[src/rtl/vb_pkg.sv]
package vb_pkg;
  localparam int CODE_W = 8;
  localparam int WORD_W = CODE_W + 1;

  typedef logic [CODE_W-1:0] code_t;

  // Attenuation code carried in a write word
  function automatic code_t word_code(input logic [WORD_W-1:0] w);
    return w[CODE_W-1:0];
  endfunction

  // Commit flag carried in a write word
  function automatic logic word_commit(input logic [WORD_W-1:0] w);
    return w[CODE_W];
  endfunction

  // True when addr selects channel idx of a block based at base
  function automatic logic chan_match(input logic [7:0] addr,
                                      input logic [7:0] base,
                                      input int idx);
    return addr == (base + 8'(idx));
  endfunction
endpackage

[src/rtl/vb_decode.sv]
module vb_decode #(
  parameter int NUM_CH      = 6,
  parameter logic [7:0] CH_BASE     = 8'h14,
  parameter logic [7:0] MASTER_ADDR = 8'h1C
) (
  input  logic               clk,
  input  logic               rst_n,
  input  logic               wr_en,
  input  logic [7:0]         wr_addr,
  input  logic [vb_pkg::WORD_W-1:0] wr_data,
  output logic [NUM_CH-1:0]  load_o,
  output logic               commit_o,
  output vb_pkg::code_t      code_o
);
  import vb_pkg::*;

  logic [NUM_CH-1:0] ch_hit;
  logic              master_hit;
  logic              addr_ok;

  for (genvar i = 0; i < NUM_CH; i++) begin : g_hit
    assign ch_hit[i] = wr_en && chan_match(wr_addr, CH_BASE, i);
  end

  assign master_hit = wr_en && (wr_addr == MASTER_ADDR);
  assign addr_ok    = master_hit || (|ch_hit);
  assign load_o     = master_hit ? {NUM_CH{1'b1}} : ch_hit;
  assign commit_o   = addr_ok && word_commit(wr_data);
  assign code_o     = word_code(wr_data);

  // at most one channel address matches
  a_r4_one_channel: assert property (@(posedge clk) disable iff (!rst_n)
    $onehot0(ch_hit));
  // no accepted address means no load and no commit
  a_r6_ignore_unknown: assert property (@(posedge clk) disable iff (!rst_n)
    (!addr_ok) |-> (load_o == '0 && !commit_o));
  // master write loads every channel
  a_r5_master_all: assert property (@(posedge clk) disable iff (!rst_n)
    master_hit |-> (&load_o));
endmodule

[src/rtl/vb_channel.sv]
module vb_channel #(
  parameter vb_pkg::code_t RESET_CODE = 8'hFF
) (
  input  logic          clk,
  input  logic          rst_n,
  input  logic          load_i,
  input  logic          commit_i,
  input  vb_pkg::code_t code_i,
  output vb_pkg::code_t stage_q,
  output vb_pkg::code_t live_q
);
  import vb_pkg::*;

  code_t stage_nxt;
  assign stage_nxt = load_i ? code_i : stage_q;

  always_ff @(posedge clk) begin
    if (!rst_n) begin
      stage_q <= RESET_CODE;
      live_q  <= RESET_CODE;
    end else begin
      stage_q <= stage_nxt;
      if (commit_i) live_q <= stage_nxt;
    end
  end

  // without load the staging code holds
  a_r2_stage_hold: assert property (@(posedge clk) disable iff (!rst_n)
    !load_i |=> $stable(stage_q));
  // after a commit the live code equals the staging code
  a_r3_live_follows: assert property (@(posedge clk) disable iff (!rst_n)
    commit_i |=> (live_q == stage_q));
  // without commit the live code holds
  a_r7_live_hold: assert property (@(posedge clk) disable iff (!rst_n)
    !commit_i |=> $stable(live_q));
endmodule

[src/rtl/vb_bank.sv]
module vb_bank #(
  parameter int NUM_CH = 6,
  parameter logic [7:0] CH_BASE     = 8'h14,
  parameter logic [7:0] MASTER_ADDR = 8'h1C,
  parameter logic [7:0] RESET_CODE  = 8'hFF,
  localparam int CW    = vb_pkg::CODE_W,
  localparam int BUS_W = NUM_CH * CW
) (
  input  logic             clk,
  input  logic             rst_n,
  input  logic             wr_en,
  input  logic [7:0]       wr_addr,
  input  logic [8:0]       wr_data,
  output logic [BUS_W-1:0] atten_out,
  output logic [BUS_W-1:0] stage_out,
  output logic             upd_strobe
);
  import vb_pkg::*;

  logic [NUM_CH-1:0] load_vec;
  logic              commit_ev;
  code_t             wr_code;

  vb_decode #(
    .NUM_CH(NUM_CH), .CH_BASE(CH_BASE), .MASTER_ADDR(MASTER_ADDR)
  ) i_dec (
    .clk(clk), .rst_n(rst_n), .wr_en(wr_en), .wr_addr(wr_addr),
    .wr_data(wr_data), .load_o(load_vec), .commit_o(commit_ev),
    .code_o(wr_code)
  );

  for (genvar i = 0; i < NUM_CH; i++) begin : g_ch
    vb_channel #(.RESET_CODE(RESET_CODE)) i_ch (
      .clk(clk), .rst_n(rst_n), .load_i(load_vec[i]),
      .commit_i(commit_ev), .code_i(wr_code),
      .stage_q(stage_out[i*CW +: CW]),
      .live_q(atten_out[i*CW +: CW])
    );
  end

  always_ff @(posedge clk) begin
    if (!rst_n) upd_strobe <= 1'b0;
    else        upd_strobe <= commit_ev;
  end

  // strobe follows each commit for one cycle
  a_r8_strobe_on: assert property (@(posedge clk) disable iff (!rst_n)
    commit_ev |=> upd_strobe);
  a_r8_strobe_off: assert property (@(posedge clk) disable iff (!rst_n)
    !commit_ev |=> !upd_strobe);
  // a commit leaves the whole live bank equal to the staging bank
  a_r3_bank_aligned: assert property (@(posedge clk) disable iff (!rst_n)
    commit_ev |=> (atten_out == stage_out));
  // an idle port changes nothing
  a_r9_idle_stable: assert property (@(posedge clk) disable iff (!rst_n)
    !wr_en |=> ($stable(atten_out) && $stable(stage_out)));
endmodule

[config.mk]
export PLATFORM = sky130hd
export DESIGN_NAME = vb_bank
export DESIGN_NICKNAME = d
export VERILOG_FILES = /design/src/rtl/vb_pkg.sv /design/src/rtl/vb_decode.sv /design/src/rtl/vb_channel.sv /design/src/rtl/vb_bank.sv
export SDC_FILE = /design/constraint.sdc
export NUM_CORES = 1
export LEC_CHECK = 0
export CAP_MARGIN = 20
export CORE_AREA = 2 2 65 114
export DETAILED_ROUTE_END_ITERATION = 10
export DIE_AREA = 0 0 67 116
export DONT_BUFFER_PORTS = 1
export PLACE_DENSITY = 0.69
export SLEW_MARGIN = 40
export SYNTH_ARGS = -nofsm -noshare
export SYNTH_HDL_FRONTEND = slang
export SYNTH_HIERARCHICAL = 1
export SYNTH_SLANG_ARGS = --single-unit
[constraint.sdc]
create_clock -name clk -period 4 [get_ports clk]
set_clock_uncertainty 0.2 [all_clocks]
set_input_delay 0.8 -clock clk [delete_from_list [all_inputs] [get_ports clk]]
set_output_delay 0.8 -clock clk [all_outputs]
set_load 0.02 [all_outputs]
# Word level (Yosys, flattened, before mapping)

Cells that the tools add are included.

Bits in registers: 97
Latch bits: 0
Memory bits (writable): 0
Memory bits (read-only): 0
Bits of input ports: 20
Logic and storage cells: 37
Memories kept: 0

$add $sub $neg: 0
$mul: 0
Divide/modulo/power cells: 0
$lt $le $gt $ge: 0
Equality and inequality tests: 7
Shifts and indexed selects: 0
Muxes and demuxes: 7
Bitwise operators: 0
Reduce and logical (&&, ||, !) cells: 10

Operators with widths:

| cell               | count |
|---|---|
| $eq 8x5->1 const B | 7 |
| $mux 8             | 6 |
| $logic_and 1x1->1  | 8 |
| $mux 6             | 1 |
| $reduce_or 6->1    | 1 |
| $logic_or 1x1->1   | 1 |

# Longest topological paths before layout

Gate-level depths: netlist of the first run.

Word-level depth: 5
Mapped depth: 7

# By module

Netlist of the first run, hierarchy kept.

By module, submodules not included:

| module     | instances | cells an instance | area each (µm²) | seq. area each (µm²) |
|---|---|---|---|---|
| vb_channel | 6         | 54                | 574.3           | 320.3 |
| vb_decode  | 1         | 30                | 196.4           | 0.0 |
| vb_bank    | 1         | 2                 | 26.3            | 20.0 |

# Least setup slack after synthesis of the first run

OpenSTA, ideal clock, no wires.

Kind: in2reg
Start: input wr_addr[3]
End: register g_ch[0].i_ch.live_q[4]
Setup time: 80 ps
Arrival: 2113 ps
Setup slack: 1607 ps
Stages: 7
Cells stage by stage: clkbuf_2 mux2_2 and3_1 buf_6 and2_4 buf_6 a22oi_1

Longest elaborated chain between the ends: 5

RTL lines:

| element               | line             | text |
|---|---|---|
| from (decl)           | vb_bank.sv:12    | `input logic [7:0] wr_addr,` |
| $eq 8x5->1            | vb_pkg.sv:21     | `return addr == (base + 8'(idx));` |
| $logic_and 1x1->1     | vb_decode.sv:22  | `assign ch_hit[i] = wr_en && chan_match(wr_addr, CH_BASE, i);` |
| $reduce_or 6->1       | vb_decode.sv:26  | `assign addr_ok = master_hit \|\| (\|ch_hit);` |
| $logic_or 1x1->1 (*)  | vb_decode.sv:26  |  |
| $logic_and 1x1->1 (*) | vb_decode.sv:28  | `assign commit_o = addr_ok && word_commit(wr_data);` |
| via commit_ev         | vb_bank.sv:21    | `logic commit_ev;` |
| to (signal assigned)  | vb_channel.sv:23 | `if (commit_i) live_q <= stage_nxt;` |
| to (decl)             | vb_channel.sv:10 | `output vb_pkg::code_t live_q` |

Mark *: on every way through the listed nets, which the timed path passes. The rest lies on a longest branch.
A chain may end at the register's enable or synchronous reset.

# Final worst setup path of the first run

Start: input wr_addr[5]
End: register g_ch[5].i_ch.live_q[3]

Longest elaborated chain between the ends: 5

RTL lines:

| element               | line |
|---|---|
| $eq 8x5->1            | vb_pkg.sv:21 |
| $logic_and 1x1->1     | vb_decode.sv:22 |
| $reduce_or 6->1       | vb_decode.sv:26 |
| $logic_or 1x1->1 (*)  | vb_decode.sv:26 |
| $logic_and 1x1->1 (*) | vb_decode.sv:28 |
| via commit_ev         | vb_bank.sv:21 |
| to (signal assigned)  | vb_channel.sv:23 |
| to (decl)             | vb_channel.sv:10 |

Marks and branches as above.

==> metrics.yaml, run 1 <==
rsz0062_at_grt: "false"
slew_violations: 0
cts.clk_slew.worst_paths_ns: 0.06
r2r-start: "g_ch[0].i_ch/stage_q[7]$_SDFF_PN1_"
setup_viol_count_final: 0
worstSkewPairLatency_ns: 0.33
die_y_um: 116
rows: 40
fin_crit_ns: 2.45
fin_crit_sh: 0.612
crit-reg2reg-capture: "g_ch[0].i_ch/live_q[7]$_SDFFE_PN1P_"
vdd_drop_max_mv: 0.263
first_pass_iters: 4
power.share.switching: 0.190
ios: 117
clock-sinks: 97
crit_path_start_kind: "primary input"
cp.arrival_ns: 2.46
cap_violations: 0
grt_max_degree: 104
synth_seq_cells: 97
drt-total-wl_um: 8270
grt_usage: 0.217
whs_endpoint: "g_ch[4].i_ch/stage_q[3]$_SDFF_PN1_"
worstPathRequired_ns: 4.01
tritoncts: "done"
io_buffer_count: 0
cts_setup_buffers: 0
cts_buffer_depth: 2
tns_ns: 0
synth-seq-area-share: 0.529
path_buf_inv: 1
chipWidth_um: 67
clock-root-buffer: "clkbuf_16"
core_area_um2: 6810
cts_buffers: 9
comb_power_share: 0.008
worstMarginPinSlew_ns: 0.588
htree_levels: 3
slowest_delay_ns: 0.64
yosysWarnings: 6
num_vias: 2383
synthCells: 356
min_from: "rst_n"
drive_gt1_frac: 0.0896
hp-class: "in -> reg"
grt_pass1_wl_um: 12400
vias_per_cell: 5.69
hold_depth: 1
cts_resized: 0
holdWs_ns: 0.337
fmax_mhz: 409
antenna_found_initial: 0
power.net_switching_w: 0.000343
synth_cell_types: 22
wl_per_cell_um: 19.7
num-nets-final: 350
multiInputGateArea_um2: 1400
maxSlewHeadroom: 0.608
seqCellArea_um2: 1940
syn-num-nets: 376
clkPwrFrac: 0.455
crit_type: "in -> reg"
initialDrtViolationCount: 177
worstSetupEndpointType: "register"
critPathMaxFanout: 28
synthesis.area_um2: 3670
syn2layout_area_growth_pct: 2.80
initial_core_util: 0.539
p_leak_nw: 1.36
powerDensity_nw_per_um2: 479
place.gp.congestion: 0.796
grt_overflow: 0
post_synth.cell_area_avg_um2: 10.3
die_area_um2: 7770
crit_chain: "nand3b_1 -> nor3_1 -> and3_2 -> buf_12 -> and2_4 -> a22oi_1"
cpMaxStageDelayCell: "and3_2"
critPathTopFamily: "simple AND/OR/NAND/NOR gates"
dp_hpwl_um: 5570
first_global_vias: 2283
rrSetupSlack_ns: 2.89
outcome: "complete, no violations"
drc: 0
diodes: 0
p_int_w: 0.00146
antenna_left: 0
cts_hold_buffers: 0
r2r_cells: 2
fillers: 634
power_frac_seq: 0.537
final_hold_viol_count: 0
stage by stage:
| stage | utilization | total power (W) | std cells | cell area [um^2] | worst slack (ns) |
|---|---|---|---|---|---|
| CTS | 0.553 | 0.00182 | 419 | 3770 | 1.40 |
| finish | 0.554 | 0.00181 | 419 | 3770 | 1.55 |
| detailed placement | 0.510 | 0.00101 | 403 | 3470 | 1.05 |
| global placement | 0.509 | 0.00101 | 403 | 3470 | 1.09 |
| floorplan | - | 0.00103 | 356 | 3670 | 1.61 |
| global route | 0.554 | 0.00186 | 419 | 3770 | 1.42 |
cells in the mapped netlist:
library cell	count	share of area
nand3b_1	1	0.0020
o22ai_1	1	0.0017
clkbuf_2	1	0.0014
nand2_1	51	0.052
buf_6	18	0.055
mux2i_1	48	0.13
nor3b_1	1	0.0020
a21oi_1	1	0.0014
clkbuf_1	6	0.0061
nand2b_1	2	0.0034
and2_1	1	0.0017
and3_1	2	0.0034
buf_4	14	0.029
and2_4	6	0.014
nor2_1	52	0.053
xnor2_1	1	0.0024
dfxtp_1	97	0.53
xor2_1	2	0.0048
mux2_2	1	0.0031
a22oi_1	48	0.098
or4_4	1	0.0031
nor3_1	1	0.0014
sequential cells by signal, indices dropped and copies added (netlist names):
register,count
g_ch.i_ch/stage_q,48
g_ch.i_ch/live_q,48
upd_strobe,1
layout by cell type, fill, tap and decap left out, drive strengths merged:
master / synthesis / final
a21oi: 1 / 1
xor2: 2 / 2
xnor2: 1 / 1
and2: 7 / 7
mux2i: 48 / 48
clkbuf: 7 / 14
dfxtp: 97 / 97
nand2: 51 / 51
clkinv: 0 / 2
o22ai: 1 / 1
nand2b: 2 / 2
nor2: 52 / 52
buf: 32 / 2
or4: 1 / 1
nor3b: 1 / 1
nand3b: 1 / 1
and3: 2 / 2
a22oi: 48 / 48
nor3: 1 / 1
mux2: 1 / 1
kinds of logic after synthesis:
kind of cell	after synthesis	synth area share
flops	97	0.529
compound gates	50	0.101
xor+xnor	3	0.00716
mux	49	0.134
simple gates	118	0.137
buf+inv	39	0.0914
worst register-to-register path, cell delays in order, from the launching register on:
cell     delay, ns
dfxtp_1       0.48
mux2i_1       0.15
a22oi_1       0.21
metal layers:
metal  wire length [um]  track usage  vias to the layer above
met5                  0            0                        -
met4                195        0.102                        0
met3                819       0.0942                       14
met2               3930        0.333                       98
met1               3330        0.259                     1125
li1                   -            -                     1146
layout make-up:
class	instances	area share
flip-flops and latches	97	0.515
clock inverters	2	0.00265
multi-input cells	220	0.372
well taps	84	0.0279
clock buffers	14	0.0753
repair buffers	2	0.00730
how the worst max path moves through the flow:
stage	start	endpoint	slack, ns	cells past startpoint
final	wr_addr[5]	g_ch[5].i_ch/live_q[3]$_SDFFE_PN1P_	1.55	6
after global routing	wr_addr[5]	g_ch[0].i_ch/live_q[2]$_SDFFE_PN1P_	1.42	6
after CTS	wr_addr[5]	g_ch[0].i_ch/live_q[1]$_SDFFE_PN1P_	1.40	5
after detailed placement	wr_addr[5]	g_ch[0].i_ch/live_q[1]$_SDFFE_PN1P_	1.05	5
after global placement	wr_addr[5]	g_ch[5].i_ch/live_q[1]$_SDFFE_PN1P_	1.09	5
after floorplan	wr_addr[3]	g_ch[0].i_ch/live_q[4]$_SDFFE_PN1P_	1.61	7
power by group through the flow:
stage,Combinational [W],Clock [W],Sequential (W)
floorplan,0.0000423,0,0.000991
global placement,0.0000142,0,0.000991
detailed placement,0.0000147,0,0.000991
CTS,0.0000147,0.000840,0.000969
global route,0.0000165,0.000873,0.000969
finish,0.0000149,0.000822,0.000969
(Power assumes the default switching activity.)
==> run 2, diff against run 1 <==
==> constraint.sdc (replaced) <==
create_clock -name clk -period 2.5 [get_ports clk]
set_clock_uncertainty 0.2 [all_clocks]
set_input_delay 0.5 -clock clk [delete_from_list [all_inputs] [get_ports clk]]
set_output_delay 0.5 -clock clk [all_outputs]
set_load 0.02 [all_outputs]
==> run 2 against run 1 <==
Non-clock buffer count grew 6. Clock-buffer cell count stayed put. Sequential cell count did not move. Via count rose by 1.7%. Sequential power rose by 60%. Design area increased by 1.7%. Worst hold slack worse by 0.31 ns. Die area is the same. First-iteration DRC count fell by 29%. Largest power group unchanged. Wire length is essentially flat.
==> metrics.yaml, run 2 (same netlist as run 1, synthesis figures left out) <==
outcome: "complete, no violations"
clock-sinks: 97  # unchanged
antenna_left: 0  # unchanged
final_hold_viol_count: 0  # unchanged
wl_per_cell_um: 19.5  # -1.4%
cpMaxStageDelayCell: "or4_4"
num-nets-final: 356  # +1.7%
fin_crit_ns: 1.80
worstPathRequired_ns: 2.51  # -1.50 ns
die_y_um: 116  # unchanged
path_buf_inv: 1  # unchanged
crit_chain: "nand3b_1 -> or4_4 -> nor2_1 -> buf_4 -> mux2i_1 -> a22oi_1"
crit-reg2reg-capture: "g_ch[1].i_ch/live_q[7]$_SDFFE_PN1P_"
chipWidth_um: 67  # unchanged
vias_per_cell: 5.70  # +0.24%
grt_usage: 0.219  # +0.00134
tns_ns: 0  # unchanged
place.gp.congestion: 0.763  # -4.2%
cts_buffer_depth: 2  # unchanged
diodes: 0  # unchanged
drt-total-wl_um: 8270  # about the same
vdd_drop_max_mv: 0.456  # +73%
grt_overflow: 0  # unchanged
hold_depth: 1  # unchanged
fin_crit_sh: 0.719
slowest_delay_ns: 0.46  # -0.18 ns
hp-class: "in -> reg"
cts_hold_buffers: 0  # unchanged
powerDensity_nw_per_um2: 772  # +61%
rows: 40  # unchanged
p_leak_nw: 1.40  # +3.0%
htree_levels: 3  # unchanged
first_pass_iters: 4  # unchanged
r2r_cells: 2  # unchanged
ios: 117  # unchanged
slew_violations: 0  # unchanged
worstMarginPinSlew_ns: 0.345  # -0.243 ns
r2r-start: "g_ch[1].i_ch/stage_q[7]$_SDFF_PN1_"
syn2layout_area_growth_pct: 4.50
antenna_found_initial: 0  # unchanged
cts_setup_buffers: 0  # unchanged
setup.worst_path.start: "wr_addr[5]"
clock-root-buffer: "clkbuf_16"
cts_resized: 0  # unchanged
cts.clk_slew.worst_paths_ns: 0.06  # about the same
final_common_cell: "dfxtp_1"
rsz0062_at_grt: "false"
tritoncts: "done"
worstSkewPairLatency_ns: 0.33  # about the same
core_area_um2: 6810  # unchanged
die_area_um2: 7770  # unchanged
rrSetupSlack_ns: 1.40  # -1.49 ns
grt_max_degree: 104  # unchanged
crit_type: "in -> reg"
cp.arrival_ns: 1.80  # -0.66 ns
cap_violations: 0  # unchanged
initialDrtViolationCount: 125  # -29%
fmax_mhz: 557
min_from: "rst_n"
fin_util: 0.563  # +0.00919
initial_core_util: 0.539  # unchanged
crit_path_start_kind: "primary input"
whs_endpoint: "g_ch[4].i_ch/stage_q[1]$_SDFF_PN1_"
worstSetupEndpointType: "register"
first_global_vias: 2184  # -4.3%
io_buffer_count: 0  # unchanged
num_vias: 2423  # +1.7%
maxSlewHeadroom: 0.768  # +0.161
grt_pass1_wl_um: 12200  # -1.9%
critPathTopFamily: "simple AND/OR/NAND/NOR gates"
drive_gt1_frac: 0.0909  # +0.00136
dp_hpwl_um: 5570  # about the same
final_cell_mix: "dfxtp_1 (97), nor2_1 (52), nand2_1 (51)"
setup_viol_count_final: 0  # unchanged
cts_buffers: 9  # unchanged
reg_top3: "g_ch.i_ch/live_q (48), g_ch.i_ch/stage_q (48), upd_strobe (1)"
drc: 0  # unchanged
critPathMaxFanout: 8  # -71%
-- run 2: worst max-delay path by stage --
stage / endpoint / slack [ns] / depth (start not counted)
3_3_place_gp: g_ch[4].i_ch/live_q[0]$_SDFFE_PN1P_ / 0.37 / 6
6_report: g_ch[1].i_ch/live_q[4]$_SDFFE_PN1P_ / 0.70 / 6
2_1_floorplan: g_ch[0].i_ch/live_q[4]$_SDFFE_PN1P_ / 0.41 / 7
3_5_place_dp: g_ch[4].i_ch/live_q[5]$_SDFFE_PN1P_ / 0.35 / 6
4_1_cts: g_ch[4].i_ch/live_q[5]$_SDFFE_PN1P_ / 0.70 / 6
5_1_grt: g_ch[2].i_ch/live_q[3]$_SDFFE_PN1P_ / 0.54 / 6
-- run 2: worst reg2reg max path, cell delays in order (launching register included) --
cell	delay, ns
dfxtp_1	0.48
mux2i_1	0.14
a22oi_1	0.20
-- run 2: cell type report --
type / instances / area (um^2)
clock buffer: 14 / 274
clock inverter: 2 / 35.0
fill: 631 / 2970
multi-input combinational: 220 / 1390
sequential: 97 / 1940
tap: 84 / 105
timing repair buffer: 8 / 85.1
-- run 2: power by group --
part	switching, W	total, W	internal (W)
registers	0.00000387	0.00155	0.00155
clock network	0.000528	0.00138	0.000856
logic	0.00000990	0.0000238	0.0000139
-- run 2: metal layers --
metal,global-route usage,vias up,routed length (um)
li1,-,1165,-
met3,0.0845,6,751
met1,0.260,1159,3430
met5,0,-,0
met2,0.341,93,3980
met4,0.107,0,102
-- run 2: through the flow --
step / hold WS (ns) / instance area, um^2 / setup WS (ns) / power (W) / std cells
6_report: 0.0314 / 3830 / 0.703 / 0.00296 / 425
5_1_grt: 0.0228 / 3830 / 0.543 / 0.00305 / 425
4_1_cts: 0.0199 / 3830 / 0.705 / 0.00300 / 425
3_5_place_dp: 0.372 / 3520 / 0.348 / 0.00161 / 409
3_3_place_gp: 0.369 / 3520 / 0.371 / 0.00161 / 409
2_1_floorplan: 0.368 / 3670 / 0.407 / 0.00165 / 356
==> run 3, diff against run 2 <==
==> constraint.sdc (replaced) <==
create_clock -name clk -period 1.7 [get_ports clk]
set_clock_uncertainty 0.2 [all_clocks]
set_input_delay 0.34 -clock clk [delete_from_list [all_inputs] [get_ports clk]]
set_output_delay 0.34 -clock clk [all_outputs]
set_load 0.02 [all_outputs]
==> run 3 against run 2 <==
Non-clock buffer count grew 10. Sequential share of layout area is 2.9 points lower. Clock power increased by 57%. Critical endpoint is now g_ch[4].i_ch/live_q[3]$_SDFFE_PN1P_. Final cell count rose by 2.4%. Global-route usage is 0.50 points higher. Via count rose by 0.66%. Worst setup slack lost 0.65 ns. Design area up 6.1%. Largest cell class unchanged. The run now ends with hold timing left. Largest power group unchanged. Wire length up 1.6%. Critical path depth stayed put.
==> metrics.yaml, run 3 (same netlist as run 1, synthesis figures left out) <==
outcome: "finished, violations left"
violations: "hold timing"
die_y_um: 116  # unchanged
dp_hpwl_um: 5780  # +3.8%
final_common_cell: "dfxtp_1"
setup_viol_count_final: 0  # unchanged
worstSkewPairLatency_ns: 0.33  # about the same
critPathCapture: "g_ch[4].i_ch/live_q[3]$_SDFFE_PN1P_"
grt_overflow: 0  # unchanged
hp-class: "in -> reg"
grt_pass1_wl_um: 12700  # +4.3%
power.share.switching: 0.184  # +0.000817
slew_violations: 0  # unchanged
worstSetupEndpointType: "register"
holdWs_ns: -0.125  # -0.157 ns
cts_setup_buffers: 0  # unchanged
initialDrtViolationCount: 155  # +24%
fin_crit_ns: 1.64
place.gp.congestion: 0.774  # +1.4%
cp.depth: 6  # unchanged
clock-sinks: 97  # unchanged
cap_violations: 0  # unchanged
p_leak_nw: 1.54  # +9.8%
final_cell_mix: "dfxtp_1 (97), nor2_1 (52), nand2_1 (51)"
setup.worst_path.start: "wr_addr[5]"
rows: 40  # unchanged
num-nets-final: 366  # +2.8%
first_global_vias: 2388  # +9.3%
comb_power_share: 0.009  # about the same
powerDensity_nw_per_um2: 1100  # +43%
tritoncts: "done"
p_int_w: 0.00366  # +52%
path_buf_inv: 1  # unchanged
cts_buffer_depth: 2  # unchanged
grt_max_degree: 104  # unchanged
vdd_drop_max_mv: 0.712  # +56%
die_area_um2: 7770  # unchanged
io_buffer_count: 0  # unchanged
cp.arrival_ns: 1.66  # -0.14 ns
fin_util: 0.598  # +0.0344
ios: 117  # unchanged
slowest_delay_ns: 0.46  # about the same
power_frac_seq: 0.508  # -0.016
diodes: 0  # unchanged
fmax_mhz: 608
drive_gt1_frac: 0.174  # +0.0829
maxSlewHeadroom: 0.793  # +0.0242
htree_levels: 3  # unchanged
clock-root-buffer: "clkbuf_16"
initial_core_util: 0.539  # unchanged
clkPwrFrac: 0.483  # +0.015
worstMarginPinSlew_ns: 0.311  # -0.0341 ns
crit_chain: "nand3b_1 -> or4_4 -> nor2_1 -> buf_6 -> mux2i_2 -> a22oi_1"
vias_per_cell: 5.61  # -1.7%
cts_buffers: 9  # unchanged
reg_top3: "g_ch.i_ch/live_q (48), g_ch.i_ch/stage_q (48), upd_strobe (1)"
first_pass_iters: 4  # unchanged
cpMaxStageDelayCell: "or4_4"
num_vias: 2439  # +0.66%
final_hold_viol_count: 97  # +97
critPathMaxFanout: 8  # unchanged
power.net_switching_w: 0.000825  # +52%
r2r-start: "g_ch[3].i_ch/stage_q[0]$_SDFF_PN1_"
drt-total-wl_um: 8400  # +1.6%
antenna_found_initial: 0  # unchanged
syn2layout_area_growth_pct: 10.9
chipWidth_um: 67  # unchanged
wl_per_cell_um: 19.3  # -0.72%
critPathTopFamily: "simple AND/OR/NAND/NOR gates"
core_area_um2: 6810  # unchanged
rsz0062_at_grt: "true"
crit-reg2reg-capture: "g_ch[3].i_ch/live_q[0]$_SDFFE_PN1P_"
worstPathRequired_ns: 1.71  # -0.80 ns
fin_crit_sh: 0.967
r2r_cells: 2  # unchanged
tns_ns: 0  # unchanged
grt_usage: 0.224  # +0.00498
rrSetupSlack_ns: 0.60  # -0.80 ns
antenna_left: 0  # unchanged
crit_type: "in -> reg"
cts.clk_slew.worst_paths_ns: 0.06  # about the same
drc: 0  # unchanged
crit_path_start_kind: "primary input"
[run 3: worst min-delay path by stage]
stage                     startpoint                                  to  cells past startpoint
after floorplan                rst_n               upd_strobe$_SDFF_PN0_                      1
after global placement         rst_n  g_ch[4].i_ch/stage_q[3]$_SDFF_PN1_                      1
after detailed placement       rst_n  g_ch[4].i_ch/stage_q[4]$_SDFF_PN1_                      1
after CTS                      rst_n  g_ch[0].i_ch/stage_q[6]$_SDFF_PN1_                      1
after global routing           rst_n  g_ch[4].i_ch/stage_q[6]$_SDFF_PN1_                      1
final                          rst_n  g_ch[4].i_ch/stage_q[4]$_SDFF_PN1_                      1
[run 3: power by group through the flow]
stage	Sequential (W)	Combinational, W	Clock, W
2_1_floorplan	0.00233	0.000106	0
3_5_place_dp	0.00233	0.0000392	0
4_1_cts	0.00228	0.0000394	0.00221
3_3_place_gp	0.00233	0.0000384	0
6_report	0.00228	0.0000419	0.00217
5_1_grt	0.00228	0.0000453	0.00229
[run 3: metal layers]
layer	global-route usage	vias up	wire, um
met5	0	-	0
met3	0.0854	12	690
met1	0.259	1151	3370
li1	-	1186	-
met2	0.366	90	4170
met4	0.0912	0	176
[run 3: layout make-up]
cell class,instances,area (um^2)
timing repair buffer,18,188
multi-input combinational,220,1500
clock inverter,5,77.6
sequential,97,1940
clock buffer,11,253
fill,610,2740
tap,84,105
[run 3: timing repair]
action / in CTS / in global routing
endpoints found under the setup margin: 0 / 31
gates resized for setup: 0 / 26
hold endpoints to repair: 97 / 97
[run 3: worst reg2reg max path, delay by kind of cell, from the launching register on]
kind           cells  cell delay, ns
AO/OA/AOI/OAI      1            0.19
flip-flops         1            0.49
multiplexers       1            0.15
[run 3: metrics by stage]
step                hold WS, ns  area, um^2  instances  setup WS, ns  power [W]
global route             -0.143        4070        435       -0.0402    0.00461
detailed placement        0.211        3620        419        -0.282    0.00237
CTS                      -0.141        3950        435        0.0713    0.00453
floorplan                 0.267        3700        356        -0.141    0.00244
global placement          0.209        3620        419        -0.275    0.00237
finish                   -0.125        4070        435        0.0561    0.00449
